===== config.mk =====
export PLATFORM = sky130hd
export DESIGN_NAME = irq_route_unit
export DESIGN_NICKNAME = d
export VERILOG_FILES = /design/src/rtl/irq_route_pkg.sv /design/src/rtl/irq_route_regs.sv /design/src/rtl/irq_route_map.sv /design/src/rtl/irq_route_arb.sv /design/src/rtl/irq_route_unit.sv
export SDC_FILE = /design/constraint.sdc
export NUM_CORES = 1
export LEC_CHECK = 0
export ABC_AREA = 1
export CAP_MARGIN = 20
export CELL_PAD_IN_SITES_DETAIL_PLACEMENT = 0
export CELL_PAD_IN_SITES_GLOBAL_PLACEMENT = 2
export CORE_UTILIZATION = 29
export DETAILED_ROUTE_END_ITERATION = 8
export PLACE_DENSITY_LB_ADDON = 0.1
export SLEW_MARGIN = 20
export SYNTH_ARGS = -nofsm -noshare
export SYNTH_HDL_FRONTEND = slang
export SYNTH_SLANG_ARGS = --single-unit

===== constraint.sdc =====
create_clock -name clk -period 1.9 [get_ports clk]
set_input_delay 0.285 -clock clk [delete_from_list [all_inputs] [get_ports clk]]
set_output_delay 0.285 -clock clk [all_outputs]
set_load 0.05 [all_outputs]

===== src/rtl/irq_route_pkg.sv =====
package irq_route_pkg;

    localparam int REG_W       = 16;
    localparam int BANK_SRC    = 16;
    localparam int N_BANK      = 2;
    localparam int N_SRC       = N_BANK * BANK_SRC;
    localparam int N_OUT       = 5;
    localparam int FLD_W       = 3;
    localparam int FLD_PER_REG = 5;
    localparam int N_ASG       = 4;
    localparam int ADDR_W      = 5;
    localparam int PIN_W       = $clog2(BANK_SRC);
    localparam int CODE_W      = PIN_W + 2;

    typedef logic [FLD_W-1:0]  route_t;
    typedef logic [REG_W-1:0]  word_t;

    localparam route_t ROUTE_MAX = route_t'(N_OUT - 1);

    // window 0 offsets
    localparam logic [ADDR_W-1:0] OFS_PEND   = 5'h00;
    localparam logic [ADDR_W-1:0] OFS_RTE_A  = 5'h04;
    localparam logic [ADDR_W-1:0] OFS_RTE_B  = 5'h06;
    localparam logic [ADDR_W-1:0] OFS_MASK_A = 5'h0C;
    localparam logic [ADDR_W-1:0] OFS_RTE_C  = 5'h1C;
    localparam logic [ADDR_W-1:0] OFS_RTE_D  = 5'h1E;
    // window 1 offsets
    localparam logic [ADDR_W-1:0] OFS_MASK_B = 5'h06;

    localparam logic [N_ASG-1:0][REG_W-1:0] ASG_RST = {16'h0000, 16'h0002, 16'h0000, 16'h0040};

    typedef struct packed {
        logic                    has;
        logic [1:0]              reg_i;
        logic [2:0]              slot;
        route_t                  fixed;
    } fld_loc_t;

    typedef struct packed {
        word_t                         pend_a;
        word_t                         pend_b;
        word_t                         mask_a;
        word_t                         mask_b;
        logic [N_ASG-1:0][REG_W-1:0]   asg;
        logic                          err;
    } regs_st_t;

    typedef struct packed {
        logic [N_OUT-1:0]              irq;
        logic [N_OUT-1:0][CODE_W-1:0]  win;
    } out_st_t;

    // Where the route of global source s lives (bank 2 starts at BANK_SRC).
    function automatic fld_loc_t loc_of(input int s);
        fld_loc_t l;
        l = '{has: 1'b0, reg_i: 2'd0, slot: 3'd0, fixed: 3'd0};
        case (s)
            0:  l = '{1'b1, 2'd0, 3'd0, 3'd0};
            1:  l = '{1'b1, 2'd0, 3'd1, 3'd0};
            2:  l = '{1'b1, 2'd0, 3'd2, 3'd0};
            3:  l = '{1'b1, 2'd0, 3'd3, 3'd0};
            8:  l = '{1'b1, 2'd0, 3'd4, 3'd0};
            9:  l = '{1'b1, 2'd1, 3'd0, 3'd0};
            11: l = '{1'b1, 2'd1, 3'd2, 3'd0};
            12: l = '{1'b1, 2'd1, 3'd3, 3'd0};
            16: l = '{1'b1, 2'd2, 3'd0, 3'd0};
            17: l = '{1'b1, 2'd2, 3'd1, 3'd0};
            18: l = '{1'b0, 2'd0, 3'd0, 3'd3};
            19: l = '{1'b1, 2'd2, 3'd2, 3'd0};
            20: l = '{1'b1, 2'd2, 3'd3, 3'd0};
            21: l = '{1'b1, 2'd2, 3'd4, 3'd0};
            22: l = '{1'b1, 2'd3, 3'd0, 3'd0};
            23: l = '{1'b1, 2'd3, 3'd1, 3'd0};
            24: l = '{1'b1, 2'd3, 3'd2, 3'd0};
            25: l = '{1'b1, 2'd3, 3'd3, 3'd0};
            26: l = '{1'b1, 2'd3, 3'd4, 3'd0};
            default: l = '{1'b0, 2'd0, 3'd0, 3'd0};
        endcase
        return l;
    endfunction

    // True when slot k of route register r carries a field.
    function automatic logic slot_used(input int r, input int k);
        logic     u;
        fld_loc_t l;
        u = 1'b0;
        for (int s = 0; s < N_SRC; s++) begin
            l = loc_of(s);
            if (l.has && (l.reg_i == r[1:0]) && (l.slot == k[2:0]))
                u = 1'b1;
        end
        return u;
    endfunction

    localparam regs_st_t REGS_RST = '{pend_a: '0, pend_b: '0, mask_a: '0, mask_b: '0,
                                      asg: ASG_RST, err: 1'b0};

endpackage


===== src/rtl/irq_route_regs.sv =====
module irq_route_regs
    import irq_route_pkg::*;
(
    input  logic                         clk,
    input  logic                         rst_n,
    input  logic                         win,
    input  logic [ADDR_W-1:0]            addr,
    input  logic                         we,
    input  logic [REG_W-1:0]             wdata,
    input  logic [REG_W-1:0]             src_a,
    input  logic [REG_W-1:0]             src_b,
    output logic [REG_W-1:0]             pend_a,
    output logic [REG_W-1:0]             pend_b,
    output logic [REG_W-1:0]             mask_a,
    output logic [REG_W-1:0]             mask_b,
    output logic [N_ASG-1:0][REG_W-1:0]  asg,
    output logic [REG_W-1:0]             rdata,
    output logic                         err
);

    regs_st_t   st_d, st_q;
    logic       hit_mask_a, hit_mask_b, hit_asg, hit_pend;
    logic [1:0] asg_idx;
    route_t     fld_v;

    // address decode
    always_comb begin
        hit_pend   = (addr == OFS_PEND);
        hit_mask_a = !win && (addr == OFS_MASK_A);
        hit_mask_b =  win && (addr == OFS_MASK_B);
        hit_asg    = 1'b0;
        asg_idx    = 2'd0;
        if (!win) begin
            case (addr)
                OFS_RTE_A: begin hit_asg = 1'b1; asg_idx = 2'd0; end
                OFS_RTE_B: begin hit_asg = 1'b1; asg_idx = 2'd1; end
                OFS_RTE_C: begin hit_asg = 1'b1; asg_idx = 2'd2; end
                OFS_RTE_D: begin hit_asg = 1'b1; asg_idx = 2'd3; end
                default:   begin hit_asg = 1'b0; asg_idx = 2'd0; end
            endcase
        end
    end

    // next-state
    always_comb begin
        st_d        = st_q;
        st_d.pend_a = src_a;
        st_d.pend_b = src_b;
        st_d.err    = 1'b0;
        fld_v       = '0;
        if (we) begin
            if (hit_mask_a) st_d.mask_a = wdata;
            if (hit_mask_b) st_d.mask_b = wdata;
            if (hit_asg) begin
                for (int k = 0; k < FLD_PER_REG; k++) begin
                    if (slot_used(int'(asg_idx), k)) begin
                        fld_v = wdata[k*FLD_W +: FLD_W];
                        if (fld_v > ROUTE_MAX)
                            st_d.err = 1'b1;
                        else
                            st_d.asg[asg_idx][k*FLD_W +: FLD_W] = fld_v;
                    end
                end
            end
        end
    end

    always_ff @(posedge clk or negedge rst_n) begin
        if (!rst_n) st_q <= REGS_RST;
        else        st_q <= st_d;
    end

    // read mux
    always_comb begin
        rdata = '0;
        if (hit_pend)        rdata = win ? st_q.pend_b : st_q.pend_a;
        else if (hit_mask_a) rdata = st_q.mask_a;
        else if (hit_mask_b) rdata = st_q.mask_b;
        else if (hit_asg)    rdata = st_q.asg[asg_idx];
    end

    assign pend_a = st_q.pend_a;
    assign pend_b = st_q.pend_b;
    assign mask_a = st_q.mask_a;
    assign mask_b = st_q.mask_b;
    assign asg    = st_q.asg;
    assign err    = st_q.err;

endmodule


===== src/rtl/irq_route_map.sv =====
module irq_route_map
    import irq_route_pkg::*;
(
    input  logic [N_ASG-1:0][REG_W-1:0]  asg,
    output logic [N_SRC-1:0][FLD_W-1:0]  route
);

    fld_loc_t loc;

    always_comb begin
        loc   = '0;
        route = '0;
        for (int s = 0; s < N_SRC; s++) begin
            loc = loc_of(s);
            if (loc.has)
                route[s] = asg[loc.reg_i][int'(loc.slot)*FLD_W +: FLD_W];
            else
                route[s] = loc.fixed;
        end
    end

endmodule


===== src/rtl/irq_route_arb.sv =====
module irq_route_arb
    import irq_route_pkg::*;
#(
    parameter int LINE_ID = 0
) (
    input  logic [N_SRC-1:0]             active,
    input  logic [N_SRC-1:0][FLD_W-1:0]  route,
    output logic [CODE_W-1:0]            code
);

    localparam route_t MY_LINE = route_t'(LINE_ID);

    // descending scan: the last match written is the lowest global index
    always_comb begin
        code = '0;
        for (int s = N_SRC - 1; s >= 0; s--) begin
            if (active[s] && (route[s] == MY_LINE))
                code = {1'b1, (s >= BANK_SRC), PIN_W'(s % BANK_SRC)};
        end
    end

endmodule


===== src/rtl/irq_route_unit.sv =====
module irq_route_unit
    import irq_route_pkg::*;
(
    input  logic                      clk,
    input  logic                      rst_n,
    input  logic                      bus_win,
    input  logic [ADDR_W-1:0]         bus_addr,
    input  logic                      bus_we,
    input  logic [REG_W-1:0]          bus_wdata,
    output logic [REG_W-1:0]          bus_rdata,
    input  logic [REG_W-1:0]          src_a,
    input  logic [REG_W-1:0]          src_b,
    output logic [N_OUT-1:0]          irq_out,
    output logic [N_OUT*CODE_W-1:0]   win_code,
    output logic                      route_err
);

    logic [REG_W-1:0]                pend_a, pend_b, mask_a, mask_b;
    logic [N_ASG-1:0][REG_W-1:0]     asg;
    logic [N_SRC-1:0][FLD_W-1:0]     route;
    logic [N_SRC-1:0]                active;
    logic [N_OUT-1:0][CODE_W-1:0]    code_w;
    out_st_t                         out_d, out_q;

    irq_route_regs u_regs (
        .clk    (clk),
        .rst_n  (rst_n),
        .win    (bus_win),
        .addr   (bus_addr),
        .we     (bus_we),
        .wdata  (bus_wdata),
        .src_a  (src_a),
        .src_b  (src_b),
        .pend_a (pend_a),
        .pend_b (pend_b),
        .mask_a (mask_a),
        .mask_b (mask_b),
        .asg    (asg),
        .rdata  (bus_rdata),
        .err    (route_err)
    );

    irq_route_map u_map (
        .asg   (asg),
        .route (route)
    );

    assign active = {pend_b & mask_b, pend_a & mask_a};

    for (genvar k = 0; k < N_OUT; k++) begin : g_line
        irq_route_arb #(.LINE_ID(k)) u_arb (
            .active (active),
            .route  (route),
            .code   (code_w[k])
        );
    end

    // line OR computed apart from the arbiters
    always_comb begin
        out_d     = '0;
        out_d.win = code_w;
        for (int k = 0; k < N_OUT; k++) begin
            for (int s = 0; s < N_SRC; s++) begin
                if (active[s] && (route[s] == route_t'(k)))
                    out_d.irq[k] = 1'b1;
            end
        end
    end

    always_ff @(posedge clk or negedge rst_n) begin
        if (!rst_n) out_q <= '0;
        else        out_q <= out_d;
    end

    assign irq_out  = out_q.irq;
    assign win_code = out_q.win;

endmodule


==> results of run 1 <==
## how the worst min path moves through the flow
stage	startpoint	to
finish	src_b[12]	u_regs.pend_b[12]
global route	src_a[12]	u_regs.pend_a[12]
CTS	src_b[12]	u_regs.pend_b[12]
detailed placement	rst_n	u_regs.asg[32]
global placement	rst_n	u_regs.asg[32]
floorplan	rst_n	irq_out[0]
## what timing repair did
action,CTS,global route
pin swaps,31,68
gates cloned,1,1
setup buffers,21,18
setup endpoints to repair,68,44
hold endpoints to repair,21,0
gates resized for setup,151,139
hold buffers,1,0
## power by group through the flow
stage | Sequential (mW) | Clock [mW] | Combinational, mW
global placement | 3.97 | 0 | 2.49
floorplan | 4.31 | 0 | 0.818
finish | 3.92 | 3.36 | 2.67
global route | 3.95 | 3.58 | 2.89
detailed placement | 3.97 | 0 | 2.49
CTS | 3.91 | 3.44 | 2.59
## cell usage in the layout (no fill, tap or decap), drive strengths merged, types with 13 or more instances in the layout
| cell | n |
|---|---|
| clkbuf | 18 |
| nand3 | 35 |
| a21oi | 27 |
| inv | 140 |
| nor4 | 44 |
| nor2 | 105 |
| o21ai | 100 |
| a221oi | 13 |
| buf | 335 |
| nor3 | 50 |
| nand2 | 310 |
| clkdlybuf4s50 | 80 |
| dfrtp | 158 |
## final cells by class
type	instances	area [um^2]
well taps	378	473
clock buffers	18	439
inverters	132	553
fillers	2671	13600
repair inverters	1	11.3
flip-flops and latches	160	4010
clock inverters	14	120
repair buffers	420	3870
multi-input cells	741	4610
## per-layer routing
metal / GRT usage / part of all wire / wire [um] / vias up
li1: - / - / - / 4365
met5: 0 / 0 / 0 / -
met4: 0.0807 / 0.024 / 828 / 0
met2: 0.369 / 0.45 / 15200 / 256
met1: 0.347 / 0.48 / 16300 / 4215
met3: 0.0364 / 0.045 / 1520 / 39
## cells by family (layout without fill, tap and decap cells)
family,Yosys count,count (layout),share of synthesized area
flops,160,160,0.491
compound gates,188,188,0.138
simple gates,553,553,0.296
buf+inv,157,585,0.0747
## flip-flops by register name, summed over array words and instances (netlist names)
register and cells:
win_code 30, u_regs.mask_a 16, u_regs.pend_b 16, u_regs.pend_a 16
u_regs.asg 60, u_regs.mask_b 16, u_regs.err 1, irq_out 5
## cell usage after synthesis, drive strengths merged (2+ instances only)
cell type	count
nand2	310
a31oi	7
a221oi	13
nand3	35
a21boi	5
o22ai	11
o21ai	100
nor4	44
clkbuf	17
a21oi	27
inv	131
o2111ai	11
a22oi	3
dfrtp	158
o221ai	2
nor2	105
dfstp	2
o31ai	3
a41oi	2
buf	8
nand4	6
or2	2
o21a	2
nor3	50
## stage by stage
stage          worst slack (ps)  setup TNS (ps)  instance area (um^2)   util  cells
2_1_floorplan              -195           -2200                  8490      -   1058
3_3_place_gp               -790          -44430                 12300  0.442   1804
3_5_place_dp               -794          -44850                 12300  0.442   1804
4_1_cts                    -310           -5300                 13400  0.485   1853
5_1_grt                    -609           -7970                 14100  0.508   1864
6_report                   -334           -5030                 14100  0.508   1864
## worst register-to-register path, cell delays in order (launching register included)
cell and delay (ps):
sky130_fd_sc_hd__dfrtp_1 390, sky130_fd_sc_hd__nand2_2 120, sky130_fd_sc_hd__nor2_4 140, sky130_fd_sc_hd__nand3_2 130, sky130_fd_sc_hd__nand2_1 90, sky130_fd_sc_hd__nand2_1 50
sky130_fd_sc_hd__nand2_1 50, sky130_fd_sc_hd__nand2_1 50, sky130_fd_sc_hd__nand2_1 50, sky130_fd_sc_hd__nand2_1 40, sky130_fd_sc_hd__nand2_1 50, sky130_fd_sc_hd__nand2_1 50
sky130_fd_sc_hd__nand2_1 60, sky130_fd_sc_hd__nand2_1 40, sky130_fd_sc_hd__nand2_1 50, sky130_fd_sc_hd__nand2_1 50, sky130_fd_sc_hd__nand2_1 60, sky130_fd_sc_hd__nand2_1 40
sky130_fd_sc_hd__nand2_1 50, sky130_fd_sc_hd__nand2_1 40, sky130_fd_sc_hd__nand2_1 50, sky130_fd_sc_hd__nand2_1 40, sky130_fd_sc_hd__nand2_1 50, sky130_fd_sc_hd__nand2_1 60
sky130_fd_sc_hd__nand2_2 110, sky130_fd_sc_hd__nand2_2 70, sky130_fd_sc_hd__nand2_2 80, sky130_fd_sc_hd__a21oi_2 60
==> results.md, run 1 <==
Yosys:
- The number of warning messages in the yosys log is 0.
- The share of synthesized area in the top cell type comes to 0.485.
- The primary flip-flop cell chosen by synthesis mapping is sky130_fd_sc_hd__dfrtp_1.
- Synthesis produced between 1000 and 1500 cells.
- The number of enable-type register cells in the synthesized netlist is 0.
- After synthesis, the cell types taking the most area are sky130_fd_sc_hd__dfrtp_1 (49%), sky130_fd_sc_hd__nand2_1 (14%), sky130_fd_sc_hd__inv_1 (5.3%), sky130_fd_sc_hd__nor2_1 (4.5%), sky130_fd_sc_hd__o21ai_0 (3.6%).
- sky130_fd_sc_hd__dfrtp_1 takes more of the synthesized area than any other cell.
- The sequential element share of the synthesized area is 0.491.
- The synthesized design contains 160 register bits.
- In this run, distinct cell masters in the synthesized netlist total 45.
- Averaged over all synthesized cells, the footprint is 7.70 um^2.
- The number of nets in the synthesized netlist is approximately 1100.
- The cell area after synthesis is 8150 um^2.
- In the synthesized netlist the async set-or-reset flop fraction comes to 1.00.

Power:
- For this design the ratio of total power to cell area is a little over 700 nW/um^2.
- The switching share of total power is 0.336.
- Summed over all nets, the switching power comes to between 3 and 4 mW.
- The worst-case IR drop observed on VDD is around 620 uV.
- The internal power of the cells totals around 6.6 mW.
- The analysis attributes to cell leakage a power of between 6 and 7 nW.
- The clock network power share is 0.337.
- The power share of the sequential group is 0.394.
- Power comes to 9.95 mW.
- The combinational group share of total power is 0.268.

Hold path:
- The worst hold path depth is 1.
- The class of the most critical hold timing path is in2reg.

Setup path:
- For this run, the slowest stage of the critical path takes about 400 ps.
- The critical path endpoint is win_code[0].
- The worst register-to-register path ends at win_code[0].
- The kind of end point of the critical path is a flip-flop.
- For this design, the slowest cell found on the critical path is sky130_fd_sc_hd__dfrtp_1.
- The dominant delay contributor by cell family on the critical path is simple AND/OR/NAND/NOR gates.
- The worst setup path is of the reg2reg kind.
- Counting cells, the worst reg-to-reg path comes to 27.
- The cell repeated most along the worst path is sky130_fd_sc_hd__nand2_1.
- The worst setup path startpoint is u_regs.pend_b[10].
- The critical path contains buffers and inverters numbering 0 combined.
- The startpoint class of the critical path is a flip-flop.
- In this run the worst path has a maximum fanout of 2.
- The worst reg-to-reg setup slack is -330 ps.
- At the worst endpoint, the required time is between 2000 and 2500 ps.
- The data arrival time at the worst-slack endpoint is around 2600 ps.
- The startpoint identified for the worst register-to-register timing path is u_regs.pend_b[10].
- The critical path depth in cells is 27.

Clocking:
- CTS saw 160 sinks.
- Counting the buffers created by CTS gives 17.
- The deepest level of the CTS H-tree is 4.
- The latest clock arrival within the worst-skew pair is between 400 and 500 ps.
- Counting along the longest clock path gives a buffer depth of 2.
- The clock root buffer is sky130_fd_sc_hd__clkbuf_16.
- The clock tree from TritonCTS is built.
- The clock transition time at the flip-flop clock pins of the worst setup and hold paths is around 70 ps.

Floorplanning:
- The floorplan has 61 rows.
- The die is approximately 170 um tall.
- The number of primary I/O pins is about 110.
- The x dimension of the die is between 150 and 200 um.
- For this configuration, the core starts out at a cell density of 0.294.
- The die covers ~29000 um^2.
- The core region is roughly 28000 um^2.

Global routing:
- The sum of overflow across all layers after global routing is 0.
- The number of global-route vias before repair came to between 8000 and 9000.
- The initial antenna violation count came to 0.
- Entering global routing, the biggest net connects 56 pins.
- The first global-routing pass estimated 51.0 mm of wire.
- Across every metal layer, demand over resource in global routing totals 0.241.

Timing:
- The worst setup skew after layout is 13.3 ps.
- The peak clock frequency supported by timing is between 400 and 500 MHz.
- Final hold analysis gives a worst-case slack of about 280 ps.
- The worst pin sits at a relative slew slack of 0.618.
- The smallest setup slack after layout is -334 ps.
- At the pin with the least slew margin, the transition time is around 570 ps.
- The total count of max-transition violations in the final report came to 0.
- Setup repair after global routing could not meet its margin everywhere.
- The shortest period the worst path allows is roughly 2200 ps.
- The final setup violation count is 24.
- The final-report hold violation count is 0.
- The final period utilization is 1.18.

Route:
- Across all layers, the routed design uses roughly 9000 vias.
- In this run, the number of DRC markers left after iteration 0 of detailed routing was 542.
- The routed via count divided by cell count is 4.76.
- The detailed-routing iteration count for the pre-antenna-repair pass is 5.
- The detailed-route wire length is about 34 mm.
- The residual DRC count is 0.
- After detailed routing, the average wire length per cell comes to 18.2 um.
- The post-route antenna net violation count is 0.

Flow run:
- The tool flagged a number of max-cap violations equal to 0.

Placed design:
- At the end of routability-driven placement, the weighted congestion stood at approximately 0.88.
- After legalization and detailed placement, the total HPWL measured 26.4 mm.
- During placement, the flow inserted port buffers numbering ~110.

Cells and area:
- The proportion of layout cells with a drive suffix above 1 is 0.373.
- The layout-stage area growth over the synthesis result is 72.7%.
- The repair_antennas step left the layout with diodes totalling 0.
- The final layout contains 1530 nets.

Status:
- The final reports fail on negative setup slack.
- The run finished, with violations left.
No activity file was read; power rests on OpenSTA's default activity.
==> run 2, diff against run 1 <==
Settings changed: SETUP_SLACK_MARGIN from default to 0.4.
==> run 2 against run 1 <==
The run still ends with negative setup slack left. Setup slack worse by 58 ps. Clock skew grew 1.9 ps. Hold slack got worse by 59 ps. Core utilization rose by 3.2 points. Critical endpoint unchanged.
==> results.md, run 2 (synthesis results as in run 1) <==
Global routing:
- The number of global-route vias before repair was 8550 (was 8538).
- The pin count of the biggest net entering global routing is 60 (was 56).
- The first-pass GRT wire length is 52.4 mm (was 51.0 mm).
- The sum of overflow across all layers after global routing is 0 (unchanged).
- The total routing usage reported by global routing was 0.248 (was 0.241).
- The initial antenna violation count came to 0 (unchanged).

Route:
- The post-route antenna net violation count is 0 (unchanged).
- The violation count after the first detailed-route iteration is 580 (was 542).
- The detailed-routing iteration count for the pre-antenna-repair pass is 5 (unchanged).
- The wire length per cell is 18.2 um (about the same).
- The routed via count divided by cell count is 4.77 (was 4.76).
- The detailed-route wire length is 34.5 mm (was 33.9 mm).
- The number of vias in the routed layout is 9034 (was 8875).
- The residual DRC count is 0 (unchanged).

Status:
- Failing checks: negative setup slack (unchanged).
- Run status: finished, violations left (unchanged).

Placed design:
- The placed cell area is 12400 um^2 (was 12300 um^2).
- The sum of net half-perimeters after detailed placement is 27.1 mm (was 26.4 mm).
- The worst setup slack before clock tree synthesis is -731 ps (was -794 ps).
- The count of buffers from port buffering is 108 (unchanged).
- The placer's final routability congestion estimate is 0.883 (was 0.884).

Setup path:
- The maximum fanout along the worst path is 2 (unchanged).
- The data arrival time at the worst-slack endpoint came to 2650 ps (was 2550 ps).
- The critical path class is reg2reg (unchanged).
- The length in cells of the worst reg-to-reg path is 26 (was 27).
- The startpoint class of the critical path is a flip-flop (unchanged).
- The kind of end point of the critical path is a flip-flop (unchanged).
- The critical path data required time is 2260 ps (was 2210 ps).

Power:
- The total leakage power is 6.84 nW (was 6.48 nW).
- The power per standard cell area is 697 nW/um^2 (was 707 nW/um^2).
- The maximum VDD drop is 455 uV (was 619 uV).

Timing:
- The final period utilization is 1.21 (was 1.18).
- The smallest setup slack after layout is -392 ps (was -334 ps).
- The setup TNS came to -5400 ps (was -5030 ps).
- The final-report hold violation count is 0 (unchanged).
- The total count of max-transition violations in the final report was 0 (unchanged).
- The worst hold-check slack is 221 ps (was 280 ps).
- The slew at the pin with the worst max-slew slack is 600 ps (was 567 ps).
- The final setup violation count is 30 (was 24).
- Setup repair after global routing missed its margin: true (unchanged).
- The worst setup skew after layout came to 15.2 ps (was 13.3 ps).
- The shortest period the worst path allows is 2290 ps (was 2230 ps).
- The max-slew headroom at the worst pin is 0.597 (was 0.618).
- The peak clock frequency supported by timing came to 436 MHz (was 448 MHz).

Cells and area:
- The post-layout net count is 1561 (was 1530).
- The total area of sequential cells is 4010 um^2 (about the same).
- The flip-flop count of the largest register after layout was 60 (unchanged).
- Highest-count cells in the layout ignoring fill and taps: sky130_fd_sc_hd__buf_4 (273), sky130_fd_sc_hd__nand2_1 (262), sky130_fd_sc_hd__dfrtp_1 (158) (was sky130_fd_sc_hd__nand2_1 (288), sky130_fd_sc_hd__buf_4 (259), sky130_fd_sc_hd__dfrtp_1 (156)).
- The count of inserted antenna diode cells came to 0 (unchanged).
- The post-route standard cell area excluding fillers is 15000 um^2 (was 14100 um^2).
- The multi-input combinational cell area is 5050 um^2 (was 4610 um^2).
- The most common cell after layout, fill and taps aside is sky130_fd_sc_hd__buf_4 (was sky130_fd_sc_hd__nand2_1).
- The filler cell count is 2578 (was 2671).
- The proportion of layout cells with a drive suffix above 1 was 0.465 (was 0.373).
- The layout-stage area growth over the synthesis result is 83.5% (was 72.7%).

Clocking:
- The buffer depth of the longest clock path is 2 (unchanged).
- The clock transition time at the flip-flop clock pins of the worst setup and hold paths came to 80 ps (was 70 ps).
- The clock root buffer was sky130_fd_sc_hd__clkbuf_16 (unchanged).
- The number of sinks on the clock net is 160 (unchanged).
- The clock tree from TritonCTS is built (unchanged).
- The latest clock arrival within the worst-skew pair is 430 ps (about the same).
- The number of CTS-inserted buffers is 17 (unchanged).
- The deepest level of the CTS H-tree came to 4 (unchanged).

Floorplanning:
- The full die area is 28800 um^2 (unchanged).
- The placeable core region came to 27700 um^2 (unchanged).
- The die outline height is 170 um (unchanged).
- The initial cell density of the core is 0.294 (unchanged).
- The placement row count is 61 (unchanged).
- The number of primary I/O pins is 109 (unchanged).
- The x dimension of the die came to 170 um (unchanged).

Hold path:
- The class of the most critical hold timing path is in2async (was in2reg).

Flow run:
- The number of maximum-capacitance constraint violations was 0 (unchanged).
[run 2: cell count changes in the layout (fill, tap and decap cells not counted), moves of 13 or more]
cell / before / now
sky130_fd_sc_hd__buf_4: 259 / 273
sky130_fd_sc_hd__buf_6: 49 / 62
sky130_fd_sc_hd__clkdlybuf4s15_2: 1 / 33
sky130_fd_sc_hd__clkdlybuf4s50_1: 80 / 49
sky130_fd_sc_hd__nand2_1: 288 / 262
sky130_fd_sc_hd__nand2_2: 19 / 37
sky130_fd_sc_hd__nor2_1: 85 / 61
sky130_fd_sc_hd__nor2_2: 7 / 21
[run 2: worst max-delay path: stages, from the launching register on]
cell	delay (ps)
sky130_fd_sc_hd__dfrtp_1	400
sky130_fd_sc_hd__nand2_2	100
sky130_fd_sc_hd__nor2_2	100
sky130_fd_sc_hd__inv_2	60
sky130_fd_sc_hd__nor3_4	220
sky130_fd_sc_hd__inv_2	60
sky130_fd_sc_hd__nand2_1	70
sky130_fd_sc_hd__nand2_1	50
sky130_fd_sc_hd__nand2_1	50
sky130_fd_sc_hd__nand2_1	40
sky130_fd_sc_hd__nand2_1	50
sky130_fd_sc_hd__nand2_1	50
sky130_fd_sc_hd__nand2_1	50
sky130_fd_sc_hd__nand2_1	50
sky130_fd_sc_hd__nand2_1	60
sky130_fd_sc_hd__nand2_1	50
sky130_fd_sc_hd__nand2_1	60
sky130_fd_sc_hd__nand2_2	60
sky130_fd_sc_hd__nand2_2	80
sky130_fd_sc_hd__nand2_1	50
sky130_fd_sc_hd__nand2_1	50
sky130_fd_sc_hd__nand2_1	50
sky130_fd_sc_hd__nand2_1	80
sky130_fd_sc_hd__nand2_2	80
sky130_fd_sc_hd__nand2_2	70
sky130_fd_sc_hd__nand2_2	60
sky130_fd_sc_hd__a21oi_2	120
[run 2: power by group]
part           switching [mW]  internal, mW
Sequential              0.217          3.71
Clock                    1.74          1.91
Combinational            1.63          1.23
[run 2: final timing paths]
check / slack, ps / start / end
worst max-delay path: -390 / u_regs.pend_b[7] / win_code[0]
worst min-delay path: 220 / rst_n / win_code[18]
worst max register to register: -390 / u_regs.pend_b[7] / win_code[0]
worst min register to register: 390 / u_regs.asg[30] / u_regs.asg[30]
max in group asynchronous: 920 / rst_n / u_regs.asg[41]
min in group clk: 280 / src_a[15] / u_regs.pend_a[15]
[run 2: per-layer routing]
metal	vias to the layer above	part of all wire	GRT usage
met5	-	0	0
met4	0	0.0041	0.0372
met3	10	0.045	0.0289
met2	273	0.47	0.391
met1	4325	0.48	0.369
li1	4426	-	-
[run 2: cell type report]
cell class                 instances  share of cell area
clock buffer                      17              0.0284
sequential                       160               0.268
inverter                         132              0.0371
clock inverter                    15              0.0128
multi-input combinational        741               0.337
tap                              378              0.0316
timing repair buffer             452               0.285
[run 2: metrics by stage]
stage                     std cells  power (mW)  utilization
after floorplan                1058        5.14            -
after global placement         1803        6.47        0.447
after detailed placement       1803        6.48        0.447
after CTS                      1869        10.4        0.518
after global routing           1895        10.9        0.540
final                          1895        10.4        0.540
[run 2: what timing repair did]
item | in CTS | in global routing
resized for setup | 384 | 106
setup buffers | 32 | 26
setup endpoints to repair | 171 | 65
endpoints found under the hold margin | 117 | 0
cloned | 1 | 0
pin swaps | 59 | 45
hold buffers | 1 | 0
